`src/rtl/rdp_pkg.sv`:
```
package rdp_pkg;
  typedef enum logic {
    HALF_UPPER = 1'b0,
    HALF_LOWER = 1'b1
  } half_e;
endpackage

```
`src/rtl/rdp_strobe.sv`:
```
module rdp_strobe (
  input  logic clk,
  input  logic rst,
  input  logic cs_n,
  input  logic rd_n,
  output logic rd_act,
  output logic rd_begin,
  output logic rd_end,
  output logic oe_q
);
  logic act_d;

  assign rd_act   = ~cs_n & ~rd_n;
  assign rd_begin = rd_act & ~act_d;
  assign rd_end   = ~rd_act & act_d;

  always_ff @(posedge clk) begin
    if (rst) begin
      act_d <= 1'b0;
      oe_q  <= 1'b0;
    end else begin
      act_d <= rd_act;
      oe_q  <= rd_act;
    end
  end

  AST_OE_ON: assert property (@(posedge clk) disable iff (rst)
    (!cs_n && !rd_n) |=> oe_q);
  AST_OE_OFF: assert property (@(posedge clk) disable iff (rst)
    (cs_n || rd_n) |=> !oe_q);
endmodule

```
`src/rtl/rdp_store.sv`:
```
module rdp_store #(
  parameter int RES_W = 13
) (
  input  logic             clk,
  input  logic             rst,
  input  logic             res_valid,
  input  logic [RES_W-1:0] res_data,
  input  logic             rd_act,
  output logic [RES_W-1:0] res_q,
  output logic             commit
);
  logic             park_v;
  logic [RES_W-1:0] park_d;
  logic [RES_W-1:0] next_d;

  assign commit = (res_valid | park_v) & ~rd_act;
  assign next_d = res_valid ? res_data : park_d;

  always_ff @(posedge clk) begin
    if (rst) begin
      park_v <= 1'b0;
      park_d <= '0;
      res_q  <= '0;
    end else if (commit) begin
      res_q  <= next_d;
      park_v <= 1'b0;
    end else if (res_valid) begin
      park_v <= 1'b1;
      park_d <= res_data;
    end
  end

  AST_HOLD_DURING_READ: assert property (@(posedge clk) disable iff (rst)
    rd_act |=> $stable(res_q));
endmodule

```
`src/rtl/rdp_bytesel.sv`:
```
module rdp_bytesel
  import rdp_pkg::*;
#(
  parameter int RES_W = 13,
  parameter int BUS_W = 8
) (
  input  logic             clk,
  input  logic             rst,
  input  logic [RES_W-1:0] res_q,
  input  logic             rd_act,
  input  logic             rd_end,
  input  logic             commit,
  output logic [BUS_W-1:0] bus_q
);
  localparam int HI_W  = RES_W - 1 - BUS_W;
  localparam int PAD_W = BUS_W - HI_W;

  half_e            sel;
  logic [BUS_W-1:0] upper_b;
  logic [BUS_W-1:0] lower_b;

  assign upper_b = {{PAD_W{res_q[RES_W-1]}}, res_q[RES_W-2:BUS_W]};
  assign lower_b = res_q[BUS_W-1:0];

  always_ff @(posedge clk) begin
    if (rst) begin
      sel   <= HALF_UPPER;
      bus_q <= '0;
    end else begin
      if (commit)
        sel <= HALF_UPPER;
      else if (rd_end)
        sel <= (sel == HALF_UPPER) ? HALF_LOWER : HALF_UPPER;
      bus_q <= rd_act ? ((sel == HALF_UPPER) ? upper_b : lower_b) : '0;
    end
  end

  AST_SEL_STEADY: assert property (@(posedge clk) disable iff (rst)
    rd_act |=> $stable(sel));
  AST_SEL_HOME: assert property (@(posedge clk) disable iff (rst)
    commit |=> (sel == HALF_UPPER));
endmodule

```
`src/rtl/rdp_irq.sv`:
```
module rdp_irq (
  input  logic clk,
  input  logic rst,
  input  logic commit,
  input  logic rd_begin,
  input  logic op_start,
  output logic irq_n
);
  always_ff @(posedge clk) begin
    if (rst)
      irq_n <= 1'b1;
    else if (commit)
      irq_n <= 1'b0;
    else if (rd_begin || op_start)
      irq_n <= 1'b1;
  end

  AST_IRQ_RAISE: assert property (@(posedge clk) disable iff (rst)
    commit |=> !irq_n);
  AST_IRQ_READ_CLR: assert property (@(posedge clk) disable iff (rst)
    (rd_begin && !commit) |=> irq_n);
  AST_IRQ_START_CLR: assert property (@(posedge clk) disable iff (rst)
    (op_start && !commit) |=> irq_n);
endmodule

```
`src/rtl/rdp_top.sv`:
```
module rdp_top #(
  parameter int RES_W = 13,
  parameter int BUS_W = 8
) (
  input  logic             clk,
  input  logic             rst,
  input  logic             cs_n,
  input  logic             rd_n,
  input  logic             res_valid,
  input  logic [RES_W-1:0] res_data,
  input  logic             op_start,
  output logic [BUS_W-1:0] bus_q,
  output logic             bus_oe,
  output logic             irq_n
);
  logic             rd_act;
  logic             rd_begin;
  logic             rd_end;
  logic             commit;
  logic [RES_W-1:0] res_q;

  rdp_strobe u_strobe (
    .clk(clk), .rst(rst), .cs_n(cs_n), .rd_n(rd_n),
    .rd_act(rd_act), .rd_begin(rd_begin), .rd_end(rd_end), .oe_q(bus_oe)
  );

  rdp_store #(.RES_W(RES_W)) u_store (
    .clk(clk), .rst(rst), .res_valid(res_valid), .res_data(res_data),
    .rd_act(rd_act), .res_q(res_q), .commit(commit)
  );

  rdp_bytesel #(.RES_W(RES_W), .BUS_W(BUS_W)) u_sel (
    .clk(clk), .rst(rst), .res_q(res_q), .rd_act(rd_act),
    .rd_end(rd_end), .commit(commit), .bus_q(bus_q)
  );

  rdp_irq u_irq (
    .clk(clk), .rst(rst), .commit(commit), .rd_begin(rd_begin),
    .op_start(op_start), .irq_n(irq_n)
  );

  AST_BUS_QUIET: assert property (@(posedge clk) disable iff (rst)
    !bus_oe |-> (bus_q == '0));
endmodule

```
`config.mk`:
```
export PLATFORM = sky130hd
export DESIGN_NAME = rdp_top
export DESIGN_NICKNAME = d
export VERILOG_FILES = /design/src/rtl/rdp_pkg.sv /design/src/rtl/rdp_strobe.sv /design/src/rtl/rdp_store.sv /design/src/rtl/rdp_bytesel.sv /design/src/rtl/rdp_irq.sv /design/src/rtl/rdp_top.sv
export SDC_FILE = /design/constraint.sdc
export NUM_CORES = 1
export LEC_CHECK = 0
export ABC_AREA = 0
export BUFFER_PORTS_ARGS = -buffer_cell sky130_fd_sc_hd__buf_4
export CORE_MARGIN = 1.5
export CORE_UTILIZATION = 45
export CTS_BUF_LIST = sky130_fd_sc_hd__clkbuf_2
export DETAILED_ROUTE_END_ITERATION = 6
export PLACE_DENSITY = 0.67
export SETUP_SLACK_MARGIN = 0.3
export SLEW_MARGIN = 20
export SYNTH_ARGS = -nofsm -noshare
export SYNTH_HDL_FRONTEND = slang
export SYNTH_SLANG_ARGS = --single-unit
```
`constraint.sdc`:
```
create_clock -name clk -period 1.32 [get_ports clk]
set_input_delay 0.198 -clock clk [delete_from_list [all_inputs] [get_ports clk]]
set_output_delay 0.198 -clock clk [all_outputs]
set_load 0.01 [all_outputs]
```
== Word level (Yosys, flattened, before mapping) ==
Cells that the tools add are included.
Word-level totals
  memories kept: 0
  bits in read-only memories: 0
  bits in latches: 0
  bits in writable memories: 0
  logic and storage cells: 25
  bits of input ports: 19
  flip-flop bits (word level): 38
  output and inout port bits: 10
Cells by class
  bitwise operators: 9
  eq/ne operators: 0
  multiplexer cells: 5
  order comparisons: 0
  $add $sub $neg: 0
  reductions and logical operators: 4
  multipliers: 0
  div/mod/pow operators: 0
  shift-type cells: 0
Operators by type and width (count)
  $mux 13: 1
  $mux 8: 1
  $and 1x1->1: 4
  $not 1->1: 4
  $reduce_or 2->1: 2
  $mux 1: 3
  $reduce_bool 2->1: 1
  $logic_or 1x1->1: 1
  $or 1x1->1: 1

== Depth between registers and ports, before layout ==
  depth after elaboration: 6
  gate-level depth with buffers: 6
  gate-level depth less buffers: 3

== By module ==
A second synthesis with hierarchy kept.
Second synthesis, totals
  cells, all modules: 159
  area total of the unflattened synthesis: 1587.8 um^2
Modules (own cells, without submodules)
  rdp_store: area an instance 1171.1 um^2, cells an instance 120, instances 1
  rdp_bytesel: area an instance 342.8 um^2, cells an instance 31, instances 1
  rdp_strobe: area an instance 41.3 um^2, cells an instance 5, instances 1
  rdp_irq: area an instance 32.5 um^2, cells an instance 3, instances 1

== Worst setup path after synthesis ==
Ideal clock, no wire load.
  kind: in2reg
  start: in res_valid
  end: reg u_store.park_d[0]
  buffers on the path: 2
  data required time: 1.188 ns
  setup slack: 0.247 ns
  cell stages on the path: 5
  data arrival time: 0.941 ns
  cell sequence: buf_6 > or3b_4 > buf_6 > nand2_1 > a21oi_1
On the way
  longest elaborated chain between the ends: 2
  elaborated cells on any way between the ends: 3
  classes of those cells: mux (1); bitwise (2)
Ends and longest elaborated chain
  start, declared: line rdp_top.sv:9  | input logic res_valid,
  $or 1x1->1: line rdp_store.sv:16  | assign commit = (res_valid | park_v) & ~rd_act;
  $and 1x1->1: line rdp_store.sv:16
  end signal, assigned: line rdp_store.sv:29  | park_d <= res_data;
  end, declared: line rdp_store.sv:13  | logic [RES_W-1:0] park_d;
Several ways; a longest one is shown, not always the timed one.
A chain may end at the register's enable or synchronous reset.

== Final worst setup path ==
  start: reg u_store.park_v
  end: reg u_store.res_q[12]
On the way
  longest elaborated chain between the ends: 2
Ends and longest elaborated chain
  start, declared: line rdp_store.sv:12  | logic park_v;
  start signal, assigned: line rdp_store.sv:21  | park_v <= 1'b0;
  start signal, assigned: line rdp_store.sv:26  | park_v <= 1'b0;
  start signal, assigned: line rdp_store.sv:28  | park_v <= 1'b1;
  $or 1x1->1: line rdp_store.sv:16
  $and 1x1->1: line rdp_store.sv:16
  end signal, assigned: line rdp_store.sv:25  | res_q <= next_d;
  end, declared: line rdp_store.sv:9  | output logic [RES_W-1:0] res_q,
Every way passes these cells.

==> run summary <==
Status: finished clean
Reg clk slew, reported paths: 0.19 ns
Seq pwr share: 0.588
Nets: 209
R2R cell count: 3
Seq/Total Area, Yosys: 0.507
Post-synth cell types: 21
Utilization after layout: 0.660
Critical path type: flip-flop to flip-flop
Relative slew slack: 0.746
FF+latch count, synth: 38
Total global routing overflow: 0
Diodes inserted: 0
Post-synth EDFFs: 0
Metal-1 WL: 1530 um
Mapped Nets: 177
Placer Congestion: 0.702
Wirelength per Cell: 14.1 um
Die Width: 60.8 um
Setup Skew: 0.0162 ns
Cell Rows: 20
Synth-to-Final Area Change: 36.4%
Hold path cells: 3
Fin crit period: 1.09 ns
Pwr dens: 1040 nW/um2
Setup ws final: 0.230 ns
Hold crit path type: input port to flip-flop
Synthesis Warnings: 0
DR vias: 1,197
VDD IR max: 0.695 mV
Switch Pwr: 0.595 mW
Fin Hold WS: 0.0285 ns
Routed Antenna Nets: 0
Top routing layer in use: met4
Final Cycle Share: 0.825
Share of cells above drive strength 1: 0.450
First-pass GRT wire length: 5190 um
HPWL after DPL: 1910 um
Starting Density: 0.484
Syn Area/Cell: 9.50 um2
First-pass DRT Iterations: 4
CP max FO: 6
Core region area: 3100 um2
Worst EP arrival: 1.42 ns
GRT Util Overall: 0.198
Critical Path Source Type: flip-flop
Top_reg_cell synth: dfxtp_1
IO Port Bufs: 28
Fin Setup TNS: 0 ns
Longest Clk Path Bufs: 2
Pre-CTS setup slack: 0.188 ns
Ports: 29
Die H: 60.8 um
Pin count of the biggest net entering global routing: 29
Sw Share: 0.280
Most frequent cells in the layout: nand2_1, dfxtp_1, buf_4
Synthesized instance count: 158
Max Cap Viol: 0
DRC errors left: 0
Vias in the first global route: 1,086
DR vias/cell: 5.09
Worst Setup End Kind: flip-flop
Clock power frac: 0.237
Die footprint: 3690 um2
Synth Cell Area: 1500 um2
Most common cell after layout, fill and taps aside: nand2_1
Leakage: 0.796 nW
Clk_lat worst skew: 0.39 ns
Logic gate share of total power: 0.175
Unrepaired setup endpoints after global routing: yes
Design internal power: 1.53 mW
Fraction of registers with async set/reset: 0
DR WL met3: 171 um
Htree depth: 2
CTS buffer count: 5
Fmax: 0.918 GHz
Measured slew at the worst slew-check pin: 0.381 ns
DP Cell Count: 223
Total wire length: 3320 um
# clock sinks: 38
Wire length on met2: 1560 um
Initial DRC Count: 47
Clock root cell: clkbuf_2
CTS tree: done
Final cell count without fillers: 235
Worst EP required: 1.65 ns
Final setup viols: 0
Initial antenna violation count: 0
Final Hold Fails: 0
Max Slew Vio Count: 0
==> power groups by stage <==
| stage | Sequential, mW | Clock, mW | Combinational, mW |
|---|---|---|---|
| 3_5_place_dp | 1.26 | 0 | 0.271 |
| 4_1_cts | 1.24 | 0.508 | 0.320 |
| 6_report | 1.25 | 0.503 | 0.372 |
| 2_1_floorplan | 1.25 | 0 | 0.189 |
| 5_1_grt | 1.26 | 0.567 | 0.402 |
| 3_3_place_gp | 1.26 | 0 | 0.266 |
==> layer usage <==
layer,global-route usage,vias up
met1,0.259,557
met4,0.0901,0
met5,0,-
met2,0.295,30
met3,0.0682,9
li1,-,601
==> repair_timing <==
item	CTS	global route
buffers inserted	0	1
gates resized for setup	35	17
setup endpoints to repair	31	24
hold buffers	0	0
pin swaps	2	7
cloned	1	2
==> sequential cells by signal, indices dropped and copies added, names as in the netlist <==
signal / cells
u_store.park_v: 1
u_store.park_d: 13
u_sel.sel: 1
u_sel.bus_q: 8
u_strobe.oe_q: 1
u_store.res_q: 13
u_irq.irq_n: 1
==> cells by family after synthesis <==
kind of cell           after synthesis  share of synthesized area
flip-flops                          38                      0.507
AO/OA/AOI/OAI                       33                      0.156
AND/OR/NAND/NOR                     56                      0.157
XOR/XNOR                             1                    0.00583
multiplexers                        17                      0.113
buffers and inverters               13                     0.0617
==> path summary, 6_finish.rpt <==
kind,startpoint,end,slack [ns]
max,u_store.park_v$_SDFFE_PP0P_,u_store.res_q[12]$_SDFFE_PP0P_,0.23
min,res_data[3],u_store.park_d[3]$_SDFFE_PP0N_,0.03
max reg2reg,u_store.park_v$_SDFFE_PP0P_,u_store.res_q[12]$_SDFFE_PP0P_,0.23
min reg2reg,u_store.park_d[0]$_SDFFE_PP0N_,u_store.park_d[0]$_SDFFE_PP0N_,0.47
==> layout make-up <==
type                            instances  area, um2
Clock buffer                            6       30.0
Clock inverter                          2       8.76
Multi-Input combinational cell        107        786
Tap cell                               44       55.1
Timing Repair Buffer                   37        387
Inverter                                1       3.75
Sequential cell                        38        778
Fill cell                             281       1050
==> critical path, stage by stage (launching register included) <==
cell and delay [ns]:
dfxtp_2 0.36, o22a_4 0.28, clkbuf_16 0.19, a211oi_2 0.19
==> synth_stat cells, types with 2 or more instances <==
master / instances / area, um2
nand2_1: 30 / 113
buf_6: 5 / 56.3
nor2_1: 19 / 71.3
buf_2: 2 / 10.0
a21oi_1: 17 / 85.1
dfxtp_1: 38 / 761
nor3_1: 3 / 15.0
a211oi_2: 6 / 75.1
clkbuf_1: 4 / 15.0
mux2i_1: 17 / 170
a211oi_1: 7 / 52.6
==> metrics by stage <==
stage / power, mW / area [um2]
global route: 2.22 / 2050
finish: 2.12 / 2050
CTS: 2.07 / 1920
global placement: 1.52 / 1750
floorplan: 1.44 / 1530
detailed placement: 1.53 / 1750
Power figures use the tool's default switching activity.
